## config.mk

```make
export PLATFORM = sky130hd
export DESIGN_NAME = dbg_scan_access
export DESIGN_NICKNAME = d
export VERILOG_FILES = /design/src/rtl/dbg_scan_pkg.sv /design/src/rtl/dbg_scan_shifter.sv /design/src/rtl/dbg_scan_ctrl.sv /design/src/rtl/dbg_scan_bank.sv /design/src/rtl/dbg_scan_access.sv
export SDC_FILE = /design/constraint.sdc
export NUM_CORES = 1
export LEC_CHECK = 0
export BUFFER_PORTS_ARGS = -buffer_cell sky130_fd_sc_hd__buf_2
export CAP_MARGIN = 20
export CORE_AREA = 5 5 205 207
export CTS_CLUSTER_SIZE = 24
export DETAILED_ROUTE_END_ITERATION = 16
export DIE_AREA = 0 0 210 212
export HOLD_SLACK_MARGIN = 0.08
export SYNTH_ARGS = -nofsm -noshare
export SYNTH_HDL_FRONTEND = slang
export SYNTH_SLANG_ARGS = --single-unit
```

## constraint.sdc

```tcl
create_clock -name tck -period 6 [get_ports tck]
set_input_delay 0.3 -clock tck [delete_from_list [all_inputs] [get_ports tck]]
set_output_delay 0.3 -clock tck [all_outputs]
set_load 0.02 [all_outputs]
```

## src/rtl/dbg_scan_pkg.sv

```systemverilog
package dbg_scan_pkg;
  localparam int CMD_W = 8;
  localparam int IDX_W = 7;

  typedef enum logic {PH_CMD = 1'b0, PH_DATA = 1'b1} phase_t;

  typedef struct packed {
    logic [IDX_W-1:0] idx;
    logic             wr;
  } cmd_t;

  // Reset contents of bank register i: index byte repeated, then scrambled.
  function automatic logic [31:0] bank_rst_val(input int unsigned i);
    logic [7:0] b;
    b = i[7:0];
    return {b, b, b, b} ^ 32'hC0DE_0000;
  endfunction

  // One Shift-DR step, LSB out first; a short scan enters at the command MSB.
  function automatic logic [31:0] shift_step(input logic [31:0] cur, input logic din,
                                             input logic short_scan);
    logic [31:0] nxt;
    nxt = cur >> 1;
    if (short_scan) begin
      nxt[CMD_W-1] = din;
      nxt[31:CMD_W] = '0;
    end else begin
      nxt[31] = din;
    end
    return nxt;
  endfunction
endpackage

```

## src/rtl/dbg_scan_shifter.sv

```systemverilog
module dbg_scan_shifter
  import dbg_scan_pkg::*;
(
  input  logic        clk,
  input  logic        rst_n,
  input  logic        cap_en,
  input  logic [31:0] cap_val,
  input  logic        shift_en,
  input  logic        short_scan,
  input  logic        sdi,
  output logic [31:0] sr_q
);
  always_ff @(posedge clk or negedge rst_n) begin
    if (!rst_n)        sr_q <= '0;
    else if (cap_en)   sr_q <= cap_val;
    else if (shift_en) sr_q <= shift_step(sr_q, sdi, short_scan);
  end
endmodule

```

## src/rtl/dbg_scan_ctrl.sv

```systemverilog
module dbg_scan_ctrl
  import dbg_scan_pkg::*;
(
  input  logic             clk,
  input  logic             rst_n,
  input  logic             tlr,
  input  logic             upd_en,
  input  logic [CMD_W-1:0] sr_low,
  output phase_t           phase,
  output cmd_t             cmd,
  output logic             cmd_commit,
  output logic             data_commit
);
  assign cmd_commit  = upd_en && !tlr && (phase == PH_CMD);
  assign data_commit = upd_en && !tlr && (phase == PH_DATA);

  always_ff @(posedge clk or negedge rst_n) begin
    if (!rst_n) begin
      phase <= PH_CMD;
      cmd   <= '0;
    end else if (tlr) begin
      phase <= PH_CMD;
      cmd   <= '0;
    end else if (cmd_commit) begin
      cmd   <= cmd_t'(sr_low);
      phase <= PH_DATA;
    end else if (data_commit) begin
      phase <= PH_CMD;
    end
  end
endmodule

```

## src/rtl/dbg_scan_bank.sv

```systemverilog
module dbg_scan_bank
  import dbg_scan_pkg::*;
#(
  parameter int NUM_REGS = 8
) (
  input  logic             clk,
  input  logic             rst_n,
  input  logic [IDX_W-1:0] rd_idx,
  output logic [31:0]      rd_data,
  input  logic             wr_en,
  input  logic [IDX_W-1:0] wr_idx,
  input  logic [31:0]      wr_data
);
  logic [31:0] regs [NUM_REGS];

  for (genvar g = 0; g < NUM_REGS; g++) begin : g_reg
    always_ff @(posedge clk or negedge rst_n) begin
      if (!rst_n)                                regs[g] <= bank_rst_val(g);
      else if (wr_en && (wr_idx == IDX_W'(g)))   regs[g] <= wr_data;
    end
  end

  always_comb begin
    rd_data = '0;
    for (int i = 0; i < NUM_REGS; i++)
      if (rd_idx == IDX_W'(i)) rd_data = regs[i];
  end
endmodule

```

## src/rtl/dbg_scan_access.sv

```systemverilog
module dbg_scan_access
  import dbg_scan_pkg::*;
#(
  parameter int NUM_REGS = 8
) (
  input  logic tck,
  input  logic rst_n,
  input  logic tlr,
  input  logic path_sel,
  input  logic capture_dr,
  input  logic shift_dr,
  input  logic update_dr,
  input  logic tdi,
  output logic tdo
);
  // Named internal events, also observed by the bound checker.
  logic        sel_cap, sel_shift, sel_upd;
  logic        cmd_commit, data_commit;
  logic        in_data, idx_mapped, rd_capture;
  logic [31:0] sr, rd_data, cap_val;
  phase_t      phase;
  cmd_t        cmd;

  assign sel_cap    = path_sel && capture_dr;
  assign sel_shift  = path_sel && shift_dr;
  assign sel_upd    = path_sel && update_dr;
  assign in_data    = (phase == PH_DATA);
  assign idx_mapped = ({25'b0, cmd.idx} < NUM_REGS);
  assign rd_capture = sel_cap && in_data && !cmd.wr;

  always_comb begin
    if (!in_data)    cap_val = {{(32-CMD_W){1'b0}}, cmd};
    else if (cmd.wr) cap_val = '0;
    else             cap_val = rd_data;
  end

  dbg_scan_shifter u_shift (
    .clk(tck), .rst_n(rst_n), .cap_en(sel_cap), .cap_val(cap_val),
    .shift_en(sel_shift), .short_scan(!in_data), .sdi(tdi), .sr_q(sr)
  );

  dbg_scan_ctrl u_ctrl (
    .clk(tck), .rst_n(rst_n), .tlr(tlr), .upd_en(sel_upd), .sr_low(sr[CMD_W-1:0]),
    .phase(phase), .cmd(cmd), .cmd_commit(cmd_commit), .data_commit(data_commit)
  );

  dbg_scan_bank #(.NUM_REGS(NUM_REGS)) u_bank (
    .clk(tck), .rst_n(rst_n), .rd_idx(cmd.idx), .rd_data(rd_data),
    .wr_en(data_commit && cmd.wr), .wr_idx(cmd.idx), .wr_data(sr)
  );

  assign tdo = path_sel && sr[0];
endmodule

```

Yosys cells after proc, flatten, opt, wreduce, memory -nomap -nowiden
Cells that the tools add are included.

word-level totals
  register bits after elaboration = 297
  input bits = 8
  logic and storage cells = 60

operators by class
  eq/ne operators = 7
  multiplexer cells = 19
  bitwise gates (word level) = 1
  reductions and logical operators = 21

operators with widths
  kind                                                             count
  32-bit 2-to-1 mux                                                12
  7-bit by 3-bit == test with 1-bit output, second input constant  4
  24-bit 2-to-1 mux                                                1
  1-bit logical AND                                                16
  8-bit 2-to-1 mux                                                 2
  7-bit by 2-bit == test with 1-bit output, second input constant  2
  7-bit by 1-bit == test with 1-bit output, second input constant  1
  7-bit logical NOT                                                1
  1-bit 2-to-1 mux                                                 4
  2-bit nonzero test                                               2
  3-bit nonzero test                                               1
  1-bit logical NOT                                                1
  1-bit inverter                                                   1

Logic depth before layout (Yosys ltp)
  word-level depth = 12
  mapped depth = 8
  depth with buffers taken out = 4

Modules after synthesis
Synthesis repeated with hierarchy kept, for this count alone.

unflattened totals
  cell total of the unflattened synthesis = 1017
  area, all modules = 14528.9 um^2

by module, submodules not included
  module            times used  cells an instance  area an instance (um^2)  seq. area each (um^2)
  dbg_scan_bank     1           764                11999.0                  6526.3
  dbg_scan_shifter  1           169                1700.4                   800.8
  dbg_scan_ctrl     1           41                 509.2                    225.2
  dbg_scan_access   1           43                 320.3                    0.0

Worst setup path after synthesis
Ideal clock, no wire load.

  kind = reg2reg
  from = reg u_ctrl.cmd[6] (netlist name)
  to = reg u_bank.regs[130] in the netlist's numbering
  data arrival time = 2.023 ns
  required time = 5.875 ns
  slack = 3.852 ns
  stages on the path, launching flop included = 8
  buffers on the path = 3
  clock period less this slack = 2.148 ns
  cell sequence = dfrtp_1 nor4_2 nor2b_1 buf_2 or4b_1 buf_2 buf_6 mux2_4

between the ends
  cells in the longest elaborated chain, start to end = 2

RTL lines
  what                                      RTL line             text
  7-bit by 2-bit == test with 1-bit output  dbg_scan_bank.sv:19  else if (wr_en && (wr_idx == IDX_W'(g))) regs[g] <= wr_data;
  1-bit logical AND                         dbg_scan_bank.sv:19
  end signal, assigned by index             dbg_scan_bank.sv:18  if (!rst_n) regs[g] <= bank_rst_val(g);
  end signal, assigned by index             dbg_scan_bank.sv:19
  end, declared                             dbg_scan_bank.sv:14  logic [31:0] regs [NUM_REGS];

No other way between the ends.
A chain may end at the register's enable or synchronous reset.

Final worst setup path
  from = reg u_ctrl.cmd[6] (netlist name)
  to = reg u_bank.regs[75] in the netlist's numbering

between the ends
  cells in the longest elaborated chain, start to end = 2

RTL lines
  what                                      RTL line
  7-bit by 3-bit == test with 1-bit output  dbg_scan_bank.sv:19
  1-bit logical AND                         dbg_scan_bank.sv:19

No other way between the ends.

==> results.md <==
- CTS tree: built
- CTS Buf Count: 30
- H-tree depth: 1
- Worst setup EP type: flip-flop
- Pleak: 6.73 nW
- Slew @ Worst Pin: 1.02 ns
- Fmax: 280 MHz
- Required @ worst endpoint: 6.42 ns
- TritonRoute pass-1 iters: 4
- Logic pwr share: 2.5%
- Hold WC Path Type: input pin to flip-flop
- Power Density: 260 nW/um2
- P_sw: 0.883 mW
- Number of cells after detailed placement: 1409
- Post-Route Skew: 0.0285 ns
- Total Wirelength: 30100 um
- Clock Latency Late Sink: 0.56 ns
- # resized after CTS: 0
- Routed vias/inst: 5.28
- # setup viols final: 0
- Synthesized Nets: 962
- DR WL/cell: 20.5 um
- Area of the multi-input gates: 5750 um2
- Synth Area per Inst: 14.4 um2
- GPL Wtd Cong: 0.717
- Type of origin of the critical path: flip-flop
- Layout cells sized above 1: 53.8%
- Setup TNS: 0 ns
- GRT Util Overall: 13.5%
- WS Path Type: flip-flop to flip-flop
- Postcts setup bufs: 0
- Largest net degree at the start of global routing: 125
- Sequential Area: 7560 um2
- Post-synth top cells: mux2_2, dfrtp_1, dfstp_2
- Core ar.: 40200 um2
- Nets: 921
- Clock Tree Root: clkbuf_16
- Final hold vios: 0
- Yosys top cell by area: dfrtp_1
- Die Span Y: 212 um
- Seq pwr share: 51.0%
- Drt drc: 0
- Fillers: 3805
- Grt ovf: 0
- Initial antenna violation count: 0
- # IOs: 9
- Net Sw Frac: 22.3%
- Status: completed
- Via Count: 7751
- Die Wd: 210 um
- Detailed Place HPWL: 16400 um
- Number of global-route vias before repair: 8407
- First-pass GRT wire length: 49200 um
- Synthesis warning total: 0
- Synth Cell Area: 13700 um2
- Syn Inst Count: 954
- Crit path max fanout: 35
- Synth Register Bits: 297
- Layout overhead on the synthesized area: 10.9%
- Initial Util: 34.2%
- Cell variety after synth: 40
- Post-CTS Hold Buffers: 3
- Post-Place Worst Slack: 2.43 ns
- Worst Path Arrival: 4.00 ns
- Post-synthesis sequential area ratio: 55.0%
- Num Clock Sinks: 297
- Pins Over Slew Limit: 0
- Crit share post-route: 59.6%
- Clock power share: 46.5%
- Post-layout util: 37.9%
- N_diodes: 0
- Port bufs: 8
- Crit path time final: 3.58 ns
- Unrepaired setup endpoints after global routing: false
- Initial DRC count: 395
- Dominant cell by count in the synthesized netlist: mux2_2
- Post-synth EDFFs: 0
- Worst vdd ir: 0.000236 V
- Post-synth top area share: 36.7%
- Ys flop type: dfrtp_1
- Clock slew at reported path FFs: 0.06 ns
- Slew headroom: 31.9%
- Total power: 3.96 mW
- Standard-cell row count: 74
- Post-synth ARST share: 100%
- Post-route insts no fill: 1469
- Final setup margin: 2.42 ns
- Pint: 3.08 mW
- CTS Buffer Depth: 3
- Dominant cells by area after synthesis: dfrtp_1, dfstp_2, mux2_2
- Max cap viols: 0
- Antenna-violating nets left: 0
- Die ar.: 44500 um2
[critical path, stage by stage, from the launching register on]
cell and delay (ns):
dfrtp_1 0.41, nor4_2 0.47, nand2_2 0.68, or4_2 1.14, buf_4 0.40, mux2_4 0.34
[through the flow]
stage          instance area, um2  hold slack (ns)
6_report                    15200            0.181
5_1_grt                     15200            0.204
4_1_cts                     15200            0.154
3_5_place_dp                14200            0.463
3_3_place_gp                14200            0.464
2_1_floorplan               13700          0.00441
[layout by cell type (no fill, tap or decap), types with 19 or more instances in the layout]
cell type / netlist / layout
o21ai_0: 55 / 55
mux2_4: 60 / 60
dfstp_2: 96 / 96
a2bb2oi_1: 32 / 32
clkbuf_16: 0 / 30
dfrtp_1: 201 / 199
mux4_2: 32 / 32
o22ai_1: 32 / 32
buf_4: 0 / 19
mux2_2: 220 / 220
a22oi_1: 31 / 31
[flip-flops by register name (all words and copies together), names as in the netlist]
register / flops
u_bank.regs: 256
u_ctrl.phase: 1
u_ctrl.cmd: 8
u_shift.sr_q: 32
[path summary, 6_finish.rpt]
check | from | slack [ns] | cells after the start | end
max | u_ctrl.cmd[6] | 2.42 | 5 | u_bank.regs[75]
min | update_dr | 0.18 | 4 | u_ctrl.phase
max reg2reg | u_ctrl.cmd[6] | 2.42 | 5 | u_bank.regs[75]
min reg2reg | u_bank.regs[236] | 0.49 | 1 | u_bank.regs[236]
max in group asynchronous | rst_n | 4.05 | 3 | u_bank.regs[117]
min in group asynchronous | rst_n | 0.42 | 2 | u_bank.regs[101]
[power by group through the flow]
stage | sequential, mW | combinational (mW) | clock (mW)
floorplan | 2.05 | 0.0421 | 0
global placement | 2.06 | 0.0989 | 0
detailed placement | 2.06 | 0.0996 | 0
CTS | 2.02 | 0.102 | 1.89
global route | 2.02 | 0.112 | 1.98
finish | 2.02 | 0.0981 | 1.84
[cells by family after synthesis]
| group | Yosys count | share of synthesized area [%] |
|---|---|---|
| mux | 322 | 30.7 |
| compound gates | 178 | 8.72 |
| flops | 297 | 55.0 |
| simple gates | 47 | 1.97 |
| buf+inv | 109 | 3.54 |
| xor+xnor | 1 | 0.0638 |
[per-layer routing]
layer | track usage [%] | vias to the layer above | part of all wire, %
met5 | 0 | - | 0
li1 | - | 3460 | -
met2 | 21.3 | 119 | 46
met4 | 2.41 | 0 | 1.5
met1 | 20.3 | 4138 | 48
met3 | 1.98 | 34 | 4.2
[cell type report]
cell class	count	area share, %
clock buffers	42	5.69
multi-input cells	548	37.7
repair buffers	32	1.69
inverters	4	0.0986
clock inverters	14	0.756
flip-flops and latches	297	49.7
well taps	532	4.37
Power figures use the tool's default switching activity.
